### src/rtl/trig_csr_pkg.sv
package trig_csr_pkg;

    localparam int unsigned WORD_W = 32;
    localparam int unsigned CTX_W  = 6;

    localparam logic [3:0] TYP_ADDR  = 4'd2;
    localparam logic [3:0] TYP_COUNT = 4'd3;
    localparam logic [3:0] TYP_ADDR6 = 4'd6;

    // Bits kept from a write, per trigger type
    localparam logic [31:0] KEEP_ADDR  = 32'h0003_005F;
    localparam logic [31:0] KEEP_ADDR6 = 32'h0180_005F;
    localparam logic [31:0] SIZE_ADDR6 = 32'h000F_0000;
    localparam logic [31:0] KEEP_COUNT = 32'h06FF_FEC0;
    localparam logic [31:0] KEEP_QUAL  = 32'hFE00_0000;

    localparam logic [31:0] CTRL_RESET = {TYP_ADDR, 28'h0};
    localparam logic [31:0] CAP_WORD   = 32'h0000_0044;

    typedef struct packed {
        logic        take;
        logic [31:0] value;
    } legal_t;

    function automatic logic size6_legal(input logic [3:0] code);
        return (code <= 4'd3) || (code == 4'd5);
    endfunction

    function automatic legal_t ctrl_legalize(input logic [31:0] wd);
        legal_t r;
        r.take  = 1'b1;
        r.value = '0;
        unique case (wd[31:28])
            TYP_ADDR:  r.value = {TYP_ADDR, 28'h0} | (wd & KEEP_ADDR);
            TYP_ADDR6: r.value = {TYP_ADDR6, 28'h0} | (wd & KEEP_ADDR6)
                               | (size6_legal(wd[19:16]) ? (wd & SIZE_ADDR6) : 32'h0);
            TYP_COUNT: r.value = {TYP_COUNT, 28'h0} | (wd & KEEP_COUNT);
            default:   r.take  = 1'b0;
        endcase
        return r;
    endfunction

    // Selector bits 25:23 fold to {bit25,00}; only bit 25 survives
    function automatic logic [31:0] qual_legalize(input logic [31:0] wd);
        return wd & KEEP_QUAL;
    endfunction

    function automatic logic takes_compare(input logic [3:0] typ);
        return (typ == TYP_ADDR) || (typ == TYP_ADDR6);
    endfunction

endpackage

### src/rtl/trig_sel_reg.sv
module trig_sel_reg #(
    parameter int unsigned N_TRIG = 2,
    parameter int unsigned IDX_W  = 1
) (
    input  logic             clk_i,
    input  logic             rst_ni,
    input  logic             wr_i,
    input  logic [31:0]      wdata_i,
    output logic [IDX_W-1:0] sel_o
);
    logic [IDX_W-1:0] sel_q;
    logic             in_range;

    assign in_range = wdata_i < 32'(N_TRIG);

    always_ff @(posedge clk_i) begin
        if (!rst_ni) begin
            sel_q <= '0;
        end else if (wr_i && in_range) begin
            sel_q <= wdata_i[IDX_W-1:0];
        end
    end

    assign sel_o = sel_q;

    AST_SEL_OOR_HOLD: assert property (@(posedge clk_i) disable iff (!rst_ni)
        (wr_i && (wdata_i >= 32'(N_TRIG))) |=> $stable(sel_o));

    AST_SEL_IDLE_HOLD: assert property (@(posedge clk_i) disable iff (!rst_ni)
        !wr_i |=> $stable(sel_o));

endmodule

### src/rtl/trig_slot.sv
module trig_slot
    import trig_csr_pkg::*;
(
    input  logic        clk_i,
    input  logic        rst_ni,
    input  logic        wr_ctrl_i,
    input  logic        wr_cmp_i,
    input  logic        wr_qual_i,
    input  logic [31:0] wdata_i,
    output logic [31:0] ctrl_o,
    output logic [31:0] cmp_o,
    output logic [31:0] qual_o
);
    logic [31:0] ctrl_q, cmp_q, qual_q;
    legal_t      ctrl_nx;

    assign ctrl_nx = ctrl_legalize(wdata_i);

    always_ff @(posedge clk_i) begin
        if (!rst_ni) begin
            ctrl_q <= CTRL_RESET;
        end else if (wr_ctrl_i && ctrl_nx.take) begin
            ctrl_q <= ctrl_nx.value;
        end
    end

    always_ff @(posedge clk_i) begin
        if (!rst_ni) begin
            cmp_q <= '0;
        end else if (wr_cmp_i && takes_compare(ctrl_q[31:28])) begin
            cmp_q <= wdata_i;
        end
    end

    always_ff @(posedge clk_i) begin
        if (!rst_ni) begin
            qual_q <= '0;
        end else if (wr_qual_i) begin
            qual_q <= qual_legalize(wdata_i);
        end
    end

    assign ctrl_o = ctrl_q;
    assign cmp_o  = cmp_q;
    assign qual_o = qual_q;

    AST_TYPE_LEGAL: assert property (@(posedge clk_i) disable iff (!rst_ni)
        (ctrl_o[31:28] == TYP_ADDR) || (ctrl_o[31:28] == TYP_ADDR6)
        || (ctrl_o[31:28] == TYP_COUNT));

    AST_DMODE_ZERO: assert property (@(posedge clk_i) disable iff (!rst_ni)
        !ctrl_o[27]);

    AST_QUAL_LOW_ZERO: assert property (@(posedge clk_i) disable iff (!rst_ni)
        qual_o[24:0] == 25'h0);

    AST_SLOT_IDLE: assert property (@(posedge clk_i) disable iff (!rst_ni)
        !(wr_ctrl_i || wr_cmp_i || wr_qual_i)
        |=> ($stable(ctrl_o) && $stable(cmp_o) && $stable(qual_o)));

    AST_COUNT_NO_CMP: assert property (@(posedge clk_i) disable iff (!rst_ni)
        (wr_cmp_i && ctrl_o[31:28] == TYP_COUNT) |=> $stable(cmp_o));

endmodule

### src/rtl/trig_rd_mux.sv
module trig_rd_mux
    import trig_csr_pkg::*;
#(
    parameter int unsigned N_TRIG   = 2,
    parameter int unsigned IDX_W    = 1,
    parameter logic [11:0] A_SEL    = 12'h7A0,
    parameter logic [11:0] A_CTRL   = 12'h7A1,
    parameter logic [11:0] A_CMP    = 12'h7A2,
    parameter logic [11:0] A_QUAL   = 12'h7A3,
    parameter logic [11:0] A_CAP    = 12'h7A4,
    parameter logic [11:0] A_MCTX   = 12'h7A8
) (
    input  logic [11:0]          addr_i,
    input  logic [IDX_W-1:0]     sel_i,
    input  logic [32*N_TRIG-1:0] ctrl_i,
    input  logic [32*N_TRIG-1:0] cmp_i,
    input  logic [32*N_TRIG-1:0] qual_i,
    input  logic [CTX_W-1:0]     mctx_i,
    output logic [31:0]          rdata_o
);
    logic [31:0] ctrl_s, cmp_s, qual_s;

    always_comb begin
        ctrl_s = '0;
        cmp_s  = '0;
        qual_s = '0;
        for (int i = 0; i < int'(N_TRIG); i++) begin
            if (sel_i == IDX_W'(i)) begin
                ctrl_s = ctrl_i[32*i +: 32];
                cmp_s  = cmp_i[32*i +: 32];
                qual_s = qual_i[32*i +: 32];
            end
        end
    end

    always_comb begin
        unique case (addr_i)
            A_SEL:   rdata_o = 32'(sel_i);
            A_CTRL:  rdata_o = ctrl_s;
            A_CMP:   rdata_o = cmp_s;
            A_QUAL:  rdata_o = qual_s;
            A_CAP:   rdata_o = CAP_WORD;
            A_MCTX:  rdata_o = 32'(mctx_i);
            default: rdata_o = '0;
        endcase
    end

endmodule

### src/rtl/trig_csr_bank.sv
module trig_csr_bank
    import trig_csr_pkg::*;
#(
    parameter int unsigned N_TRIG = 2,
    parameter logic [11:0] A_SEL  = 12'h7A0,
    parameter logic [11:0] A_CTRL = 12'h7A1,
    parameter logic [11:0] A_CMP  = 12'h7A2,
    parameter logic [11:0] A_QUAL = 12'h7A3,
    parameter logic [11:0] A_CAP  = 12'h7A4,
    parameter logic [11:0] A_MCTX = 12'h7A8
) (
    input  logic                  clk_i,
    input  logic                  rst_ni,
    input  logic [11:0]           csr_addr_i,
    input  logic                  csr_we_i,
    input  logic [31:0]           csr_wdata_i,
    output logic [31:0]           csr_rdata_o,
    output logic [32*N_TRIG-1:0]  trig_ctrl_o,
    output logic [32*N_TRIG-1:0]  trig_cmp_o,
    output logic [CTX_W-1:0]      mctx_o
);
    localparam int unsigned IDX_W = (N_TRIG > 1) ? $clog2(N_TRIG) : 1;

    logic [IDX_W-1:0]     sel;
    logic [32*N_TRIG-1:0] qual_flat;
    logic [CTX_W-1:0]     mctx_q;
    logic                 wr_sel, wr_ctrl, wr_cmp, wr_qual, wr_mctx;

    assign wr_sel  = csr_we_i && (csr_addr_i == A_SEL);
    assign wr_ctrl = csr_we_i && (csr_addr_i == A_CTRL);
    assign wr_cmp  = csr_we_i && (csr_addr_i == A_CMP);
    assign wr_qual = csr_we_i && (csr_addr_i == A_QUAL);
    assign wr_mctx = csr_we_i && (csr_addr_i == A_MCTX);

    trig_sel_reg #(.N_TRIG(N_TRIG), .IDX_W(IDX_W)) sel_i (
        .clk_i   (clk_i),
        .rst_ni  (rst_ni),
        .wr_i    (wr_sel),
        .wdata_i (csr_wdata_i),
        .sel_o   (sel)
    );

    for (genvar g = 0; g < int'(N_TRIG); g++) begin : g_slot
        logic hit;
        assign hit = (sel == IDX_W'(g));
        trig_slot slot_i (
            .clk_i     (clk_i),
            .rst_ni    (rst_ni),
            .wr_ctrl_i (wr_ctrl && hit),
            .wr_cmp_i  (wr_cmp && hit),
            .wr_qual_i (wr_qual && hit),
            .wdata_i   (csr_wdata_i),
            .ctrl_o    (trig_ctrl_o[32*g +: 32]),
            .cmp_o     (trig_cmp_o[32*g +: 32]),
            .qual_o    (qual_flat[32*g +: 32])
        );
    end

    always_ff @(posedge clk_i) begin
        if (!rst_ni) begin
            mctx_q <= '0;
        end else if (wr_mctx) begin
            mctx_q <= csr_wdata_i[CTX_W-1:0];
        end
    end

    assign mctx_o = mctx_q;

    trig_rd_mux #(
        .N_TRIG (N_TRIG), .IDX_W (IDX_W),
        .A_SEL  (A_SEL),  .A_CTRL(A_CTRL), .A_CMP (A_CMP),
        .A_QUAL (A_QUAL), .A_CAP (A_CAP),  .A_MCTX(A_MCTX)
    ) rd_i (
        .addr_i  (csr_addr_i),
        .sel_i   (sel),
        .ctrl_i  (trig_ctrl_o),
        .cmp_i   (trig_cmp_o),
        .qual_i  (qual_flat),
        .mctx_i  (mctx_q),
        .rdata_o (csr_rdata_o)
    );

    AST_CAP_CONST: assert property (@(posedge clk_i) disable iff (!rst_ni)
        (csr_addr_i == A_CAP) |-> (csr_rdata_o == 32'h0000_0044));

    AST_MCTX_HOLD: assert property (@(posedge clk_i) disable iff (!rst_ni)
        !wr_mctx |=> $stable(mctx_o));

    AST_CTRL_FOLLOWS: assert property (@(posedge clk_i) disable iff (!rst_ni)
        (csr_addr_i == A_CTRL) |-> (csr_rdata_o == trig_ctrl_o[32*sel +: 32]));

endmodule

### config.mk
export PLATFORM = sky130hd
export DESIGN_NAME = trig_csr_bank
export DESIGN_NICKNAME = d
export VERILOG_FILES = /design/src/rtl/trig_csr_pkg.sv /design/src/rtl/trig_sel_reg.sv /design/src/rtl/trig_slot.sv /design/src/rtl/trig_rd_mux.sv /design/src/rtl/trig_csr_bank.sv
export SDC_FILE = /design/constraint.sdc
export NUM_CORES = 1
export LEC_CHECK = 0
export BUFFER_PORTS_ARGS = -buffer_cell sky130_fd_sc_hd__buf_4
export CELL_PAD_IN_SITES_DETAIL_PLACEMENT = 1
export CELL_PAD_IN_SITES_GLOBAL_PLACEMENT = 1
export CORE_MARGIN = 2
export CORE_UTILIZATION = 43
export CTS_BUF_LIST = sky130_fd_sc_hd__clkbuf_4 sky130_fd_sc_hd__clkbuf_8
export DETAILED_ROUTE_END_ITERATION = 10
export GPL_TIMING_DRIVEN = 0
export PLACE_DENSITY = 0.95
export SLEW_MARGIN = 15
export SYNTH_ARGS = -nofsm -noshare
export SYNTH_HDL_FRONTEND = slang
export SYNTH_HIERARCHICAL = 1
export SYNTH_SLANG_ARGS = --single-unit
export TNS_END_PERCENT = 5
### constraint.sdc
create_clock -name clk_i -period 2.4 [get_ports clk_i]
set_input_delay 0 -clock clk_i [delete_from_list [all_inputs] [get_ports clk_i]]
set_output_delay 0 -clock clk_i [all_outputs]
set_load 0.02 [all_outputs]
==> reports/qor.txt <==
Register bit total from synthesis - 141
Cell area power density - 474.5 mW/mm2
Ratio of cells with drive above 1 in the final layout - 0.3321
CTS buffer count - 17
H-tree levels - 4
RD Place Congestion - 0.8615
Crit-path max FO - 10
First-pass GRT wire length - 48820 um
Max Cap Viol - 0
Synth warnings - 6
Most frequent cells in the layout - buf_4, nand2_1, dfxtp_1, a21oi_1, conb_1
Largest net degree at the start of global routing - 18
Final slew viol count - 0
CTS clk-pin slew, worst paths - 0.09 ns
Placement Rows - 47
Clock buffer depth - 2
Setup bufs post-CTS - 0
Critical path class - in -> out
CTS tree - yes
Clock skew - 0.01558 ns
Post-synth EDFFs - 0
Synthesized area per cell - 9.505 um2
Fin util - 0.6073
Chip width - 134.5 um
HPWL after DPL - 21650 um
Worst slew pin tran - 0.8134 ns
Total number of vias - 7805
Synthesized area - 0.007328 mm2
Worst Slack Setup Final - 0.04981 ns
Final ANT Viol Nets - 0
FF-to-FF Start - sel_i/sel_o
Top_reg_cell synth - dfxtp_1
Placement Setup Slack - 0.04452 ns
I/O pins - 213
HP Class - in -> reg
# setup viols final - 0
Clock sink count - 141
Total gr overflow - 0
Clk root buf - clkbuf_8
Area Growth Syn to Fin - 37.92%
Nets - 1130
Initial Util - 0.4403
Status - finished clean
Antenna violations before repair - 0
Synth Instances - 771
Iteration-0 DRC Markers - 631
Detailed Route WL - 32730 um
Setup TNS Final - 0 ns
Tcrit/Tclk final - 0.9792
Hold Vio Cnt, Final - 0
Wire per inst - 24.87 um
Relative slew margins - 0.4578
Maximum vdd ir drop - 359.3 uV
Total core area - 0.01664 mm2
Synth cell types - 56
Post-synthesis sequential area ratio - 0.3852
DR pass1 iterations - 5
Placed insts - 1251
Port Buffers - 204
Critical Path Source Type - input pin
Drt drc - 0
Number of global-route vias before repair - 8237
GRT Total Usage - 0.3590
Fraction of registers with async set/reset - 0
Crit path launch - csr_addr_i[1]
N_diodes - 0
Die Ht - 134.5 um
Worst EP required - 2.40 ns
FILL cells - 1958
Clock Latency Late Sink - 0.46 ns
Maximum clock rate - 0.4255 GHz
Worst endpoint data arrival time - 2.35 ns
Commonest non-fill, non-tap cell in the layout - buf_4
Leak pwr - 4.228 nW
Die footprint - 0.01810 mm2
Minimum clock period - 2.350 ns
Via/cell ratio - 5.931
Fin cells - 1316
Worst Setup End Kind - output pin
Overall power - 4.796 mW
Worst Hold Launch - csr_addr_i[0]
[stage by stage]
| stage | hold WS, ns | area (um2) |
|---|---|---|
| 6_report | 0.1872 | 10110 |
| 5_1_grt | 0.2129 | 10110 |
| 4_1_cts | 0.1654 | 10080 |
| 3_5_place_dp | 0.2652 | 9345 |
| 3_3_place_gp | 0.2594 | 9345 |
| 2_1_floorplan | 0.1255 | 7538 |
[synth_stat cells (all sizes together) (5+ instances only)]
library cell	count	area (um2)
nand2b	7	43.79
mux2i	56	560.5
o21ai	26	130.1
nand3b	6	45.04
dfxtp	141	2823
mux4	30	732.0
nand2	164	620.6
inv	12	45.05
clkbuf	22	92.59
nor2	27	106.4
nand3	12	65.06
nor4	10	96.35
a32o	6	60.06
a21oi	70	372.9
buf	85	670.6
o22ai	5	31.28
a22o	46	406.6
[worst paths after layout]
kind | endpoint | slack (ns) | depth (start not counted)
worst min-delay path | mctx_o[4] | 0.19 | 5
worst max register to register | g_slot[1].slot_i/ctrl_o[13] | 0.26 | 5
worst max-delay path | csr_rdata_o[18] | 0.05 | 6
worst min register to register | g_slot[0].slot_i/cmp_o[10] | 0.48 | 2
[what timing repair did]
action / CTS / global route
setup endpoints to repair: 5 / 9
gates resized for setup: 3 / 6
hold endpoints to repair: 135 / 0
hold buffers: 33 / 0
pin swaps: 0 / 0
[kinds of logic (layout without fill, tap and decap cells)]
family	Yosys count	in the layout	synth area share
buf+inv	119	388	0.1103
mux	87	87	0.1779
flops	141	141	0.3852
other cells	2	58	0.001025
compound gates	172	172	0.1579
simple gates	250	250	0.1677
[state kept, by name, indices dropped and copies added (netlist names)]
register	cells
sel_i/sel_o	1
mctx_o	6
g_slot.slot_i/cmp_o	64
g_slot.slot_i/ctrl_o	56
g_slot.slot_i/qual_o	14
[layout make-up]
cell class | instances | area, um2 | share of cell area
clock inverter | 13 | 141.4 | 0.01399
timing repair buffer | 237 | 1862 | 0.1842
buffer | 107 | 785.8 | 0.07774
clock buffer | 19 | 255.2 | 0.02525
sequential | 141 | 2826 | 0.2796
inverter | 12 | 45.04 | 0.004457
multi-input combinational | 567 | 3916 | 0.3875
tap | 220 | 275.3 | 0.02723
[per-layer routing]
layer	vias to the layer above	GRT usage	routed length [um]
met4	0	0.2047	1761
li1	3282	-	-
met3	151	0.09309	2990
met1	3860	0.4201	12290
met5	-	0	0
met2	512	0.5984	15690
[power by group]
group	switching [mW]	internal, mW	leakage [nW]
Sequential	0.0000747	2.34	1.14
Combinational	0.265	0.212	2.90
Clock	1.02	0.967	0.196
Total	1.28	3.51	4.23
[worst max-delay path, stage by stage]
cell	delay, ns
buf_4	0.17
buf_6	0.21
clkbuf_1	0.64
nand3_1	0.63
o22ai_1	0.48
buf_4	0.21
Note: power is estimated with default switching activity, not from simulation.
